$ cat src/rtl/ivt_pkg.sv
package ivt_pkg;
    typedef enum logic [1:0] {
        SEL_COUNT  = 2'd0,
        SEL_PERIOD = 2'd1,
        SEL_SCALE  = 2'd2,
        SEL_NONE   = 2'd3
    } sel_e;

    typedef enum logic [2:0] {
        ACT_HOLD,
        ACT_WAIT,
        ACT_STEP,
        ACT_WRAP,
        ACT_LOAD
    } act_e;
endpackage

$ cat src/rtl/ivt_prescaler.sv
module ivt_prescaler #(
    parameter int DIV_W = 8
) (
    input  logic             clk,
    input  logic             rst_n,
    input  logic             run,
    input  logic [DIV_W-1:0] div,
    output logic [DIV_W-1:0] pre,
    output logic             tick
);
    logic [DIV_W-1:0] pre_q;

    assign tick = run && (pre_q == '0);
    assign pre  = pre_q;

    always_ff @(posedge clk or negedge rst_n) begin
        if (!rst_n) begin
            pre_q <= '0;
        end else if (run) begin
            if (pre_q == '0) pre_q <= div;
            else             pre_q <= pre_q - 1'b1;
        end
    end
endmodule

$ cat src/rtl/ivt_counter.sv
module ivt_counter
    import ivt_pkg::*;
#(
    parameter int CNT_W = 16
) (
    input  logic             clk,
    input  logic             rst_n,
    input  logic             run,
    input  logic             tick,
    input  logic             load,
    input  logic [CNT_W-1:0] load_val,
    input  logic [CNT_W-1:0] period,
    output logic [CNT_W-1:0] cnt,
    output logic             irq
);
    logic [CNT_W-1:0] cnt_q;
    logic             irq_q;
    act_e             act;

    // per-cycle action, priority: write, halt, prescale, wrap, step
    always_comb begin
        if (load)               act = ACT_LOAD;
        else if (!run)          act = ACT_HOLD;
        else if (!tick)         act = ACT_WAIT;
        else if (cnt_q == '0)   act = ACT_WRAP;
        else                    act = ACT_STEP;
    end

    // state register
    always_ff @(posedge clk or negedge rst_n) begin
        if (!rst_n) begin
            cnt_q <= '0;
        end else begin
            unique case (act)
                ACT_LOAD: cnt_q <= load_val;
                ACT_WRAP: cnt_q <= period;
                ACT_STEP: cnt_q <= cnt_q - 1'b1;
                ACT_HOLD,
                ACT_WAIT: cnt_q <= cnt_q;
                default:  cnt_q <= cnt_q;
            endcase
        end
    end

    // output register
    always_ff @(posedge clk or negedge rst_n) begin
        if (!rst_n) irq_q <= 1'b0;
        else        irq_q <= (act == ACT_WRAP);
    end

    assign cnt = cnt_q;
    assign irq = irq_q;
endmodule

$ cat src/rtl/ivt_regs.sv
module ivt_regs
    import ivt_pkg::*;
#(
    parameter int CNT_W = 16,
    parameter int DIV_W = 8
) (
    input  logic             clk,
    input  logic             rst_n,
    input  logic             wr_en,
    input  logic [1:0]       wr_sel,
    input  logic [CNT_W-1:0] wr_data,
    input  logic [1:0]       rd_sel,
    input  logic [CNT_W-1:0] cnt,
    output logic [CNT_W-1:0] period,
    output logic [DIV_W-1:0] div,
    output logic [CNT_W-1:0] rd_data
);
    localparam int PAD_W = CNT_W - DIV_W;

    logic [CNT_W-1:0] period_q;
    logic [DIV_W-1:0] div_q;

    always_ff @(posedge clk or negedge rst_n) begin
        if (!rst_n) begin
            period_q <= '0;
            div_q    <= '0;
        end else if (wr_en) begin
            unique case (sel_e'(wr_sel))
                SEL_PERIOD: period_q <= wr_data;
                SEL_SCALE:  div_q    <= wr_data[DIV_W-1:0];
                SEL_COUNT,
                SEL_NONE:   ;
                default:    ;
            endcase
        end
    end

    always_comb begin
        unique case (sel_e'(rd_sel))
            SEL_COUNT:  rd_data = cnt;
            SEL_PERIOD: rd_data = period_q;
            SEL_SCALE:  rd_data = {{PAD_W{1'b0}}, div_q};
            SEL_NONE:   rd_data = '0;
            default:    rd_data = '0;
        endcase
    end

    assign period = period_q;
    assign div    = div_q;
endmodule

$ cat src/rtl/ivt_timer.sv
module ivt_timer
    import ivt_pkg::*;
#(
    parameter int CNT_W = 16,
    parameter int DIV_W = 8
) (
    input  logic             clk,
    input  logic             rst_n,
    input  logic             tmr_en,
    input  logic             wr_en,
    input  logic [1:0]       wr_sel,
    input  logic [CNT_W-1:0] wr_data,
    input  logic [1:0]       rd_sel,
    output logic [CNT_W-1:0] rd_data,
    output logic             irq
);
    logic [CNT_W-1:0] cnt_q;
    logic [CNT_W-1:0] period_q;
    logic [DIV_W-1:0] div_q;
    logic [DIV_W-1:0] pre_q;
    logic             tick;
    logic             cnt_wr;

    assign cnt_wr = wr_en && (sel_e'(wr_sel) == SEL_COUNT);

    ivt_regs #(.CNT_W(CNT_W), .DIV_W(DIV_W)) u_regs (
        .clk     (clk),
        .rst_n   (rst_n),
        .wr_en   (wr_en),
        .wr_sel  (wr_sel),
        .wr_data (wr_data),
        .rd_sel  (rd_sel),
        .cnt     (cnt_q),
        .period  (period_q),
        .div     (div_q),
        .rd_data (rd_data)
    );

    ivt_prescaler #(.DIV_W(DIV_W)) u_pre (
        .clk  (clk),
        .rst_n(rst_n),
        .run  (tmr_en),
        .div  (div_q),
        .pre  (pre_q),
        .tick (tick)
    );

    ivt_counter #(.CNT_W(CNT_W)) u_cnt (
        .clk     (clk),
        .rst_n   (rst_n),
        .run     (tmr_en),
        .tick    (tick),
        .load    (cnt_wr),
        .load_val(wr_data),
        .period  (period_q),
        .cnt     (cnt_q),
        .irq     (irq)
    );
endmodule

$ cat config.mk
export PLATFORM = sky130hd
export DESIGN_NAME = ivt_timer
export DESIGN_NICKNAME = d
export VERILOG_FILES = /design/src/rtl/ivt_pkg.sv /design/src/rtl/ivt_prescaler.sv /design/src/rtl/ivt_counter.sv /design/src/rtl/ivt_regs.sv /design/src/rtl/ivt_timer.sv
export SDC_FILE = /design/constraint.sdc
export NUM_CORES = 1
export LEC_CHECK = 0
export ABC_CLOCK_PERIOD_IN_PS = 7600
export BUFFER_PORTS_ARGS = -buffer_cell sky130_fd_sc_hd__buf_4
export CAP_MARGIN = 0
export CORE_UTILIZATION = 23
export DETAILED_ROUTE_END_ITERATION = 7
export PLACE_DENSITY = 0.39
export REMOVE_ABC_BUFFERS = 1
export SYNTH_ARGS = -nofsm -noshare
export SYNTH_HDL_FRONTEND = slang
export SYNTH_HIERARCHICAL = 1
export SYNTH_SLANG_ARGS = --single-unit
$ cat constraint.sdc
create_clock -name clk -period 7.6 [get_ports clk]
set_clock_uncertainty 0.2 [all_clocks]
set_input_delay 0 -clock clk [delete_from_list [all_inputs] [get_ports clk]]
set_output_delay 0 -clock clk [all_outputs]
set_load 0.005 [all_outputs]
# Yosys cells after proc, flatten, opt, wreduce, memory -nomap -nowiden

Cells that the tools add are included.

Bits in registers: 49
Bits of input ports: 24
Output and inout bits: 17

Add/sub/neg operators: 2
Equal/unequal tests: 8
Mux-type cells: 7
Reduce and logical (&&, ||, !) cells: 9

Operator list:

| cell                                                                  | number |
|---|---|
| 16-bit case mux with 4 select lines                                   | 1 |
| 16-bit case mux with 3 select lines                                   | 1 |
| 16-bit logical NOT                                                    | 1 |
| 16-bit by 1-bit subtractor with 16-bit output, second input constant  | 1 |
| 3-bit 2-to-1 mux                                                      | 3 |
| 8-bit logical NOT                                                     | 1 |
| 8-bit 2-to-1 mux                                                      | 1 |
| 8-bit by 1-bit subtractor with 8-bit output, second input constant    | 1 |
| 2-bit equality test, second input constant                            | 3 |
| 3-bit by 2-bit equality test with 1-bit output, second input constant | 2 |
| 2-bit by 1-bit equality test with 1-bit output, second input constant | 2 |
| 2-bit logical NOT                                                     | 2 |
| 2-bit AND reduction                                                   | 2 |
| 3-bit equality test, second input constant                            | 1 |
| 3-bit nonzero test                                                    | 1 |
| 1-bit logical AND                                                     | 2 |
| 1-bit 2-to-1 mux                                                      | 1 |

# Logic depth before layout (Yosys ltp)

Gate-level depths: netlist of run 1.

Depth in word-level cells: 7
Gate-level depth with buffers: 10

# Cells and area by module

The synthesis of run 1 kept the hierarchy.

Modules (own cells, without submodules):

| module        | instances | cells an instance | area an instance (um^2) | seq. area each (um^2) |
|---|---|---|---|---|
| ivt_counter   | 1         | 155               | 1287.5                  | 425.4 |
| ivt_regs      | 1         | 89                | 1249.9                  | 600.6 |
| ivt_prescaler | 1         | 56                | 549.3                   | 200.2 |
| ivt_timer     | 1         | 1                 | 12.5                    | 0.0 |

# Least setup slack after synthesis of run 1

No wires, ideal clock.

Path kind: register to register
From: register u_pre.pre_q[4] (netlist: u_pre/pre[4])
To: register u_cnt.cnt_q[9] (netlist: u_cnt/cnt[9])
Arrival: 2128 ps
Required time: 7259 ps
Path slack: 5130 ps
Stages on the path, launching flop included: 8
Clock period less this slack: 2470 ps
Path through: dfrtp_1 nor4b_2 and2_1 nand3b_1 clkbuf_1 o21a_1 a2111oi_1 a211oi_2

Word-level cells in the longest chain between the ends: 7

Ends and longest elaborated chain:

| what                                                                                         | line                | source |
|---|---|---|
| start, declared                                                                              | ivt_prescaler.sv:11 | `logic [DIV_W-1:0] pre_q;` |
| start signal, assigned                                                                       | ivt_prescaler.sv:20 | `if (pre_q == '0) pre_q <= div;` |
| start signal, assigned                                                                       | ivt_prescaler.sv:21 | `else pre_q <= pre_q - 1'b1;` |
| 8-bit logical NOT (*)                                                                        | ivt_prescaler.sv:13 | `assign tick = run && (pre_q == '0);` |
| 1-bit logical AND (*)                                                                        | ivt_prescaler.sv:13 |  |
| via tick                                                                                     | ivt_timer.sv:21     | `logic tick;` |
| 3-bit 2-to-1 mux (*)                                                                         | ivt_counter.sv:24   | `else if (!tick) act = ACT_WAIT;` |
| 3-bit 2-to-1 mux (*)                                                                         | ivt_counter.sv:23   | `else if (!run) act = ACT_HOLD;` |
| 3-bit 2-to-1 mux (*)                                                                         | ivt_counter.sv:22   | `if (load) act = ACT_LOAD;` |
| 3-bit by 2-bit equality test with 1-bit output / 3-bit equality test (equally long branches) | ivt_counter.sv:34   | `unique case (act)` |
| 16-bit case mux with 3 select lines / 3-bit nonzero test (equally long branches)             | --                  |  |
| end signal, assigned                                                                         | ivt_counter.sv:35   | `ACT_LOAD: cnt_q <= load_val;` |
| end signal, assigned                                                                         | ivt_counter.sv:36   | `ACT_WRAP: cnt_q <= period;` |
| end signal, assigned                                                                         | ivt_counter.sv:37   | `ACT_STEP: cnt_q <= cnt_q - 1'b1;` |
| end, declared                                                                                | ivt_counter.sv:16   | `logic [CNT_W-1:0] cnt_q;` |

The timed path passes the listed nets; every way through them passes the cells marked *.
A chain may end at the register's enable or synchronous reset.

# Worst setup path after layout of run 1

From: register u_pre.pre_q[4] (netlist: u_pre/pre[4])
To: register u_cnt.cnt_q[3] (netlist: u_cnt/cnt[3])

Same word-level chain as after synthesis.

==> impl_metrics.tcl, run 1 <==
set metrics [dict create \
    holdWs_ps 38.8 \
    antenna_cells 0 \
    fin_nets 379 \
    postPlaceCellArea_um2 3530 \
    cts-buffers-inserted 5 \
    cts.repair.resized 0 \
    p_leak_nw 1.63 \
    core-area_um2 13200 \
    clock_latency_ps 300 \
    power_density_nw_per_um2 229 \
    die_x_um 118 \
    grt_pass1_wl_um 14700 \
    drc 0 \
    seq_area_frac_synth 0.396 \
    grt_usage 0.137 \
    port_buffers 40 \
    cp_data_arrival_time_ps 3240 \
    cts-root-buf "clkbuf_16" \
    synth_common_cells "49 x dfrtp_1, 32 x nor2_1, 18 x mux2i_1" \
    crit_type "register to register" \
    fill_cells 1407 \
    synth.top_cells.by_area "dfrtp_1 40%, mux2i_1 5.8%, mux2_2 5.1%, mux2_4 4.8%, nor2_1 3.9%" \
    hold_violations 0 \
    worst_ep_required_time_ps 7620 \
    first_global_vias 2660 \
    ir_drop_uv 87.9 \
    tns_ps 0 \
    grt_max_degree 50 \
    maxCapViolations 0 \
    yosys_warnings 6 \
    gp_congestion 0.727 \
    cp_max_fo 16 \
    start_kind "register" \
    ys_async_sr_fraction 1.00 \
    hold_class "input pin to register" \
    avgSynthCellArea_um2 10.3 \
    synth_top_area_frac 0.396 \
    clkTransAtPathRegs_ps 70 \
    rsz0062_at_grt "no" \
    rows 42 \
    htree_levels 2 \
    layout-drive-gt1-share 0.255 \
    slew_headroom 0.466 \
    yosys.area.top_type "dfrtp_1" \
    ys_ff_latch 49 \
    setup_viol 0 \
    clock_sinks 49 \
    grt_overflow 0 \
    cts_tree "done" \
    viasPerCell 4.82 \
    synth_edf_count 0 \
    post_drt_wl_per_cell_um 17.2 \
    clk_path_buf_depth 2 \
    register_area_um2 1230 \
    drt_iter0_markers 112 \
    multi_input_area_um2 1730 \
    via_count 2550 \
    synthCells 301 \
    synth_ff_type "dfrtp_1" \
    initial_core_util 0.235 \
    areaGrowthSynthToFinish_pct 25.4 \
    ioPinCount 41 \
    slew_violations 0 \
    syn_area_um2 3100 \
    synth_cell_types 62 \
    min_period_over_period 0.424 \
    worstSetupEndpointType "register" \
    antenna_found_initial 0 \
    firstDrtPassIters 6 \
    outcome "complete, no violations" \
    die-area_um2 13900 \
    tightest_slew_ps 799 \
    synth.most_common_cell "dfrtp_1" \
    place_hpwl_um 6320 \
    final_cell_area_um2 3880 \
    drt_wl_total_um 9120 \
    drtAntennaViolNets 0 \
    fmax_mhz 310 \
    fin_crit_ps 3220 \
    die_h_um 118 \
]
==> metal layers <==
| metal | global-route usage | share of wire | vias to the layer above |
|---|---|---|---|
| li1 | - | - | 1244 |
| met4 | 0.0337 | 0.011 | 0 |
| met5 | 0 | 0 | - |
| met1 | 0.181 | 0.49 | 1257 |
| met2 | 0.229 | 0.47 | 39 |
| met3 | 0.0247 | 0.026 | 10 |
==> placed cells by master, fill, tap and decap left out, drive strengths merged, types with 2 or more instances in the layout <==
| cell type | n |
|---|---|
| dfrtp | 49 |
| buf | 42 |
| nor2 | 32 |
| mux2 | 24 |
| dlygate4sd3 | 18 |
| mux2i | 18 |
| a21oi | 16 |
| o21ai | 14 |
| nor3 | 12 |
| nand2 | 11 |
| o2bb2ai | 11 |
| inv | 10 |
| o21a | 10 |
| a21o | 8 |
| a211oi | 7 |
| clkbuf | 5 |
| a2111oi | 5 |
| nand3 | 4 |
| or3 | 4 |
| nand4 | 3 |
| nor4 | 3 |
| o22a | 3 |
| a31oi | 3 |
| and2 | 3 |
| ha | 3 |
| nor3b | 3 |
| nand3b | 3 |
| nor4b | 2 |
| a311o | 2 |
| a22oi | 2 |
==> state kept, by name, summed over array words and instances, names as in the netlist <==
register and flops:
u_regs/div 8, u_regs/period 16, u_cnt/irq 1, u_cnt/cnt 16, u_pre/pre 8
==> worst paths after layout <==
kind	from	cells after the start	end	slack [ps]
worst max-delay path	u_pre/pre[4]	6	u_cnt/cnt[3]	4380
worst min-delay path	wr_sel[1]	5	u_cnt/cnt[14]	40
worst max register to register	u_pre/pre[4]	6	u_cnt/cnt[3]	4380
worst min register to register	u_regs/period[15]	1	u_regs/period[15]	340
max in group asynchronous	rst_n	2	u_regs/period[11]	6660
min in group asynchronous	rst_n	2	u_regs/div[5]	90
==> stage by stage <==
stage               instances  total power (W)  setup slack [ps]   util
floorplan                 285         0.000528              4720      -
global placement          503         0.000624              4430  0.268
detailed placement        503         0.000626              4350  0.268
CTS                       529         0.000906              4330  0.295
global route              529         0.000948              4050  0.295
finish                    529         0.000890              4380  0.295
==> logic make-up (layout without fill, tap and decap cells) <==
| logic type | Yosys count | count (layout) | synth area share |
|---|---|---|---|
| compound gates | 92 | 92 | 0.222 |
| simple gates | 88 | 88 | 0.165 |
| flops | 49 | 49 | 0.396 |
| mux | 42 | 42 | 0.157 |
| buf+inv | 26 | 78 | 0.0448 |
| fa+ha+maj | 3 | 3 | 0.0121 |
| xor+xnor | 1 | 1 | 0.00283 |
==> worst max-delay path, stage by stage, from the launching register on <==
cell and delay, ps:
dfrtp_1 450, nor4b_2 530, and2_1 300, nand3b_1 580, nor3_4 650, a2111oi_0 210, a211oi_2 220
==> final cells by class <==
class	instances	area share
inverters	10	0.00966
clock inverters	3	0.0119
flip-flops and latches	49	0.316
repair buffers	60	0.128
multi-input cells	226	0.446
clock buffers	5	0.0322
well taps	176	0.0567
==> power breakdown <==
| part | total [W] | internal [W] | switching, W | leakage (nW) |
|---|---|---|---|---|
| combinational | 0.000224 | 0.000126 | 0.0000984 | 0.981 |
| sequential | 0.000400 | 0.000319 | 0.0000804 | 0.573 |
| clock | 0.000266 | 0.000156 | 0.000110 | 0.0800 |
| total | 0.000890 | 0.000602 | 0.000289 | 1.63 |
==> what timing repair did <==
item / in CTS / in global routing
buffers inserted: 0 / 0
hold buffers: 18 / 0
endpoints found under the hold margin: 93 / 0
(Power assumes the default switching activity.)
==> run 2, diff against run 1 <==
--- a/config.mk
+++ b/config.mk
@@ -5,12 +5,13 @@
 export SDC_FILE = /design/constraint.sdc
 export NUM_CORES = 1
 export LEC_CHECK = 0
-export ABC_CLOCK_PERIOD_IN_PS = 7600
+export ABC_AREA = 1
+export ABC_CLOCK_PERIOD_IN_PS = 3100
 export BUFFER_PORTS_ARGS = -buffer_cell sky130_fd_sc_hd__buf_4
 export CAP_MARGIN = 0
 export CORE_UTILIZATION = 23
 export DETAILED_ROUTE_END_ITERATION = 7
-export PLACE_DENSITY = 0.39
+export PLACE_DENSITY = 0.38
 export REMOVE_ABC_BUFFERS = 1
 export SYNTH_ARGS = -nofsm -noshare
 export SYNTH_HDL_FRONTEND = slang
==> constraint.sdc (replaced) <==
create_clock -name clk -period 3.1 [get_ports clk]
set_clock_uncertainty 0.2 [all_clocks]
set_input_delay 0 -clock clk [delete_from_list [all_inputs] [get_ports clk]]
set_output_delay 0 -clock clk [all_outputs]
set_load 0.005 [all_outputs]
==> run 2 against run 1 <==
  * Largest power group unchanged
  * Design area grew 16%
  * Core utilization grew 0.13 points
  * Count of clock-buffer cells in the layout grew 2
  * Register-to-register slack lost 3600 ps
  * Sequential cell count is the same
==> impl_metrics.tcl, run 2 <==
set metrics [dict create \
    outcome "complete, no violations" \
    synth.most_common_cell "nand2_1" \
    cts_setup_buffers 0 \
    synth.top_cells.by_area "dfrtp_1 34%, nand2_1 19%, nand3_1 9.1%, nand4_1 6.3%, nor2_1 6.1%" \
    ys_async_sr_fraction 1.00 \
    die_x_um 127 \
    min_period_over_period 0.742 \
    syn_area_um2 3570 \
    drc 0 \
    ys_ff_latch 49 \
    worst_ep_required_time_ps 3080 \
    viasPerCell 4.46 \
    die-area_um2 16000 \
    rsz0062_at_grt "no" \
    layout-drive-gt1-share 0.181 \
    min_to "u_cnt/cnt[12]" \
    drt_iter0_markers 173 \
    power.switching_w 0.000909 \
    place_hpwl_um 7940 \
    tightest_slew_ps 698 \
    areaGrowthSynthToFinish_pct 25.9 \
    holdPathStages 7 \
    clock_latency_ps 290 \
    fin_crit_ps 2300 \
    final_cell_area_um2 4500 \
    drt_wl_total_um 11300 \
    fill_cells 1678 \
    firstDrtPassIters 4 \
    final_cell_mix "185 x nand2_1, 65 x nand3_1, 58 x nor2_1, 49 x dfrtp_1, 43 x buf_4" \
    crit_type "input pin to register" \
    cts_hold_buf 35 \
    synth_ff_type "dfrtp_1" \
    final_common_cell "nand2_1" \
    port_buffers 40 \
    synth_edf_count 0 \
    holdWs_ps 84.1 \
    p_leak_nw 2.21 \
    rows 45 \
    fin_nets 613 \
    grt_usage 0.152 \
    drtAntennaViolNets 0 \
    htree_levels 2 \
    clock_sinks 49 \
    slew_violations 0 \
    worstSetupEndpointType "register" \
    tns_ps 0 \
    reg2reg_from "u_pre/pre[0]" \
    antenna_found_initial 0 \
    stdcell_count 775 \
    avgSynthCellArea_um2 6.87 \
    r2r_end "u_cnt/cnt[1]" \
    seq_area_frac_synth 0.343 \
    maxCapViolations 0 \
    p_int_w 0.00145 \
    hold_start "wr_en" \
    worst-r2r-cell-count 13 \
    initial_core_util 0.235 \
    grt_max_degree 50 \
    cts.repair.resized 0 \
    synth_cell_types 32 \
    hold_violations 0 \
    synthCells 520 \
    grt_overflow 0 \
    p_clk_frac 0.253 \
    ir_drop_uv 186 \
    dp_cells 732 \
    grt_pass1_wl_um 18900 \
    start_kind "input pin" \
    postPlaceCellArea_um2 3990 \
    cp_data_arrival_time_ps 2280 \
    register_area_um2 1230 \
    antenna_cells 0 \
    synth_top_area_frac 0.343 \
    fmax_mhz 435 \
    die_h_um 127 \
    clk_path_buf_depth 2 \
    cts-root-buf "clkbuf_16" \
    post_drt_wl_per_cell_um 14.6 \
    power_density_nw_per_um2 524 \
    comb_power_share 0.333 \
    cts-buffers-inserted 5 \
    hold_class "input pin to register" \
    slew_headroom 0.535 \
    multi_input_area_um2 2000 \
    pre_cts_slack_ps 803 \
    r2r_slack_ps 810 \
    clkTransAtPathRegs_ps 70 \
    ioPinCount 41 \
    setup_viol 0 \
    gp_congestion 0.798 \
    cts_tree "done" \
    first_global_vias 3369 \
    synth_common_cells "185 x nand2_1, 65 x nand3_1, 58 x nor2_1" \
    core-area_um2 15200 \
    pwr-share-seq 0.414 \
    critPathLaunch "wr_sel[0]" \
    power.share.switching 0.386 \
    yosys.area.top_type "dfrtp_1" \
    cp_max_fo 19 \
    yosys_warnings 6 \
    via_count 3455 \
    setup_slack_ps 799 \
]
## run 2: layout make-up
type | count | area share
Multi-Input combinational cell | 401 | 0.444
Clock buffer | 7 | 0.0339
Sequential cell | 49 | 0.273
Clock inverter | 1 | 0.00111
Inverter | 51 | 0.0459
Tap cell | 188 | 0.0523
Timing Repair Buffer | 78 | 0.150
## run 2: kinds of logic after synthesis
group / Yosys count / synth area share
flip-flops: 49 / 0.343
buffers and inverters: 70 / 0.0971
AO/OA/AOI/OAI: 10 / 0.0140
XOR/XNOR: 3 / 0.00736
AND/OR/NAND/NOR: 385 / 0.528
adder cells (fa/ha/maj): 3 / 0.0105
## run 2: power by group through the flow
stage | clock network, W | registers (W) | logic, W
floorplan | 0 | 0.000933 | 0.000540
global placement | 0 | 0.000991 | 0.000765
detailed placement | 0 | 0.000986 | 0.000764
CTS | 0.000626 | 0.000977 | 0.000797
global route | 0.000650 | 0.00101 | 0.000904
finish | 0.000596 | 0.000975 | 0.000785
## run 2: through the flow
stage	utilization	total power, W
4_1_cts	0.296	0.00240
2_1_floorplan	-	0.00147
3_5_place_dp	0.262	0.00175
3_3_place_gp	0.262	0.00176
5_1_grt	0.296	0.00256
6_report	0.296	0.00236
## run 2: layer usage
layer	GRT usage	routed length, µm	up-vias
met3	0.0215	584	6
met4	0.0333	100	0
met1	0.223	5770	1578
met5	0	0	-
met2	0.235	4870	62
li1	-	-	1809
## run 2: how the worst max path moves through the flow
| stage | endpoint |
|---|---|
| after floorplan | u_cnt/cnt[0] |
| after global placement | u_cnt/cnt[10] |
| after detailed placement | u_cnt/cnt[10] |
| after CTS | u_cnt/cnt[10] |
| after global routing | u_cnt/cnt[0] |
| final | u_regs/div[0] |
## run 2: worst max-delay path, cell delays in order
cell	delay, ps
dlygate4sd3_1	520
buf_4	300
inv_2	180
nand4_1	100
dlygate4sd3_1	560
nand2_1	50
dlygate4sd3_1	550
==> run 3, diff against run 2 <==
--- a/config.mk
+++ b/config.mk
@@ -5,13 +5,13 @@
 export SDC_FILE = /design/constraint.sdc
 export NUM_CORES = 1
 export LEC_CHECK = 0
-export ABC_AREA = 1
-export ABC_CLOCK_PERIOD_IN_PS = 3100
+export ABC_AREA = 0
+export ABC_CLOCK_PERIOD_IN_PS = 2200
 export BUFFER_PORTS_ARGS = -buffer_cell sky130_fd_sc_hd__buf_4
 export CAP_MARGIN = 0
 export CORE_UTILIZATION = 23
 export DETAILED_ROUTE_END_ITERATION = 7
-export PLACE_DENSITY = 0.38
+export PLACE_DENSITY = 0.39
 export REMOVE_ABC_BUFFERS = 1
 export SYNTH_ARGS = -nofsm -noshare
 export SYNTH_HDL_FRONTEND = slang
==> constraint.sdc (replaced) <==
create_clock -name clk -period 2.2 [get_ports clk]
set_clock_uncertainty 0.2 [all_clocks]
set_input_delay 0 -clock clk [delete_from_list [all_inputs] [get_ports clk]]
set_output_delay 0 -clock clk [all_outputs]
set_load 0.005 [all_outputs]
==> run 3 against run 2 <==
  * Core utilization rose by 4.4 points
  * Register-to-register slack got worse by 930 ps
  * Clock power is 55% higher
  * First-iteration DRC count shrank 13%
  * The run now ends with negative setup slack left
==> impl_metrics.tcl, run 3 (synthesized netlist as in run 1, its figures left out) <==
set metrics [dict create \
    drt_iter0_markers 151 \
    grt_usage 0.147 \
    clk_path_buf_depth 2 \
    place_hpwl_um 6950 \
    clock_latency_ps 300 \
    fin_crit_ps 2320 \
    tightest_slew_ps 695 \
    cts_tree "done" \
    cp_max_fo 9 \
    power_density_nw_per_um2 759 \
    worst_ep_required_time_ps 2170 \
    min_period_over_period 1.05 \
    die_h_um 118 \
    outcome "complete, but fails checks" \
    via_count 2792 \
    port_buffers 40 \
    firstDrtPassIters 4 \
    antenna_cells 0 \
    rsz0062_at_grt "yes" \
    initial_core_util 0.235 \
    gp_congestion 0.790 \
    areaGrowthSynthToFinish_pct 44.4 \
    final_common_cell "buf_4" \
    holdWs_ps 51.4 \
    clkTransAtPathRegs_ps 70 \
    p_leak_nw 1.93 \
    cp_data_arrival_time_ps 2290 \
    final_cell_mix "92 x buf_4, 49 x dfrtp_1, 31 x nor2_1, 20 x dlygate4sd3_1, 18 x mux2i_1" \
    violations "negative setup slack" \
    ioPinCount 41 \
    antenna_found_initial 0 \
    start_kind "register" \
    worstSetupEndpointType "register" \
    htree_levels 2 \
    rows 42 \
    setup_slack_ps -119 \
    slew_violations 0 \
    power_w 0.00340 \
    core-area_um2 13200 \
    cts-root-buf "clkbuf_16" \
    drtAntennaViolNets 0 \
    first_global_vias 2839 \
    ir_drop_uv 275 \
    setup_viol 9 \
    layout-drive-gt1-share 0.410 \
    holdPathStages 5 \
    fmax_mhz 431 \
    hold_violations 0 \
    die-area_um2 13900 \
    clock_sinks 49 \
    drc 0 \
    die_x_um 118 \
    grt_max_degree 50 \
    drt_wl_total_um 10000 \
    grt_pass1_wl_um 15800 \
    cts-buffers-inserted 5 \
    fin_nets 436 \
    post_drt_wl_per_cell_um 17.1 \
    viasPerCell 4.76 \
    slew_headroom 0.537 \
    grt_overflow 0 \
    hold_class "input pin to register" \
    crit_type "register to register" \
    maxCapViolations 0 \
    worst-r2r-cell-count 9 \
]
==> run 3: cell count changes in the layout (fill, tap and decap cells not counted), sizes merged, moves of 11 or more <==
cell	before	now
buf	43	97
nand3	73	4
nor2	75	32
dlygate4sd3	35	20
o2bb2ai	0	11
inv	49	10
a21oi	1	16
nand4	36	3
mux2	0	24
nand2	196	11
mux2i	0	18
==> run 3: final timing paths <==
kind | start | to | slack (ps)
max in group asynchronous | rst_n | u_cnt/cnt[9] | 1240
worst max register to register | u_pre/pre[0] | u_cnt/cnt[13] | -120
worst min register to register | u_regs/period[15] | u_regs/period[15] | 340
worst min-delay path | wr_sel[0] | u_cnt/cnt[14] | 50
min in group asynchronous | rst_n | u_regs/div[3] | 90
worst max-delay path | u_pre/pre[0] | u_cnt/cnt[13] | -120
==> run 3: final cells by class <==
| type | instances | area (µm²) |
|---|---|---|
| clock buffer | 7 | 143 |
| clock inverter | 1 | 30.0 |
| fill | 1345 | 8710 |
| inverter | 10 | 37.5 |
| multi-input combinational | 226 | 1860 |
| sequential | 49 | 1230 |
| tap | 176 | 220 |
| timing repair buffer | 117 | 958 |
==> run 3: per-stage QoR <==
stage	std cells	setup TNS, ps	area [µm²]	util	setup slack, ps
3_3_place_gp	551	-2370	3920	0.297	-280
2_1_floorplan	285	-7480	3000	-	-678
6_report	586	-386	4480	0.339	-119
3_5_place_dp	551	-2620	3920	0.297	-294
5_1_grt	586	-2230	4480	0.339	-263
4_1_cts	581	-546	4390	0.333	-89.6
==> run 3: routing by layer <==
metal	track usage	routed length, µm
met1	0.193	4670
met2	0.250	4910
met3	0.0218	308
met4	0.0401	117
met5	0	0
==> run 3: where the power goes <==
| group | internal [W] | total, W | switching, W | leakage [nW] |
|---|---|---|---|---|
| clock network | 0.000569 | 0.000926 | 0.000356 | 0.0841 |
| logic | 0.000651 | 0.00116 | 0.000506 | 1.27 |
| registers | 0.00110 | 0.00131 | 0.000210 | 0.573 |
| total | 0.00232 | 0.00340 | 0.00107 | 1.93 |
==> run 3: timing repair <==
action | in CTS | in global routing
hold endpoints to repair | 89 | 0
hold buffers | 20 | 0
resized for setup | 21 | 18
pin swaps | 7 | 6
endpoints found under the setup margin | 15 | 15
cloned | 1 | 1
setup buffers | 1 | 5
==> run 3: critical path, cell delays in order, from the launching register on <==
cell and delay (ps):
dfrtp_1 390, inv_2 80, ha_4 130, nor4b_4 200, and2_4 210, nand3b_1 140, buf_4 210, o21a_1 140
a2111oi_1 450, a211oi_2 50
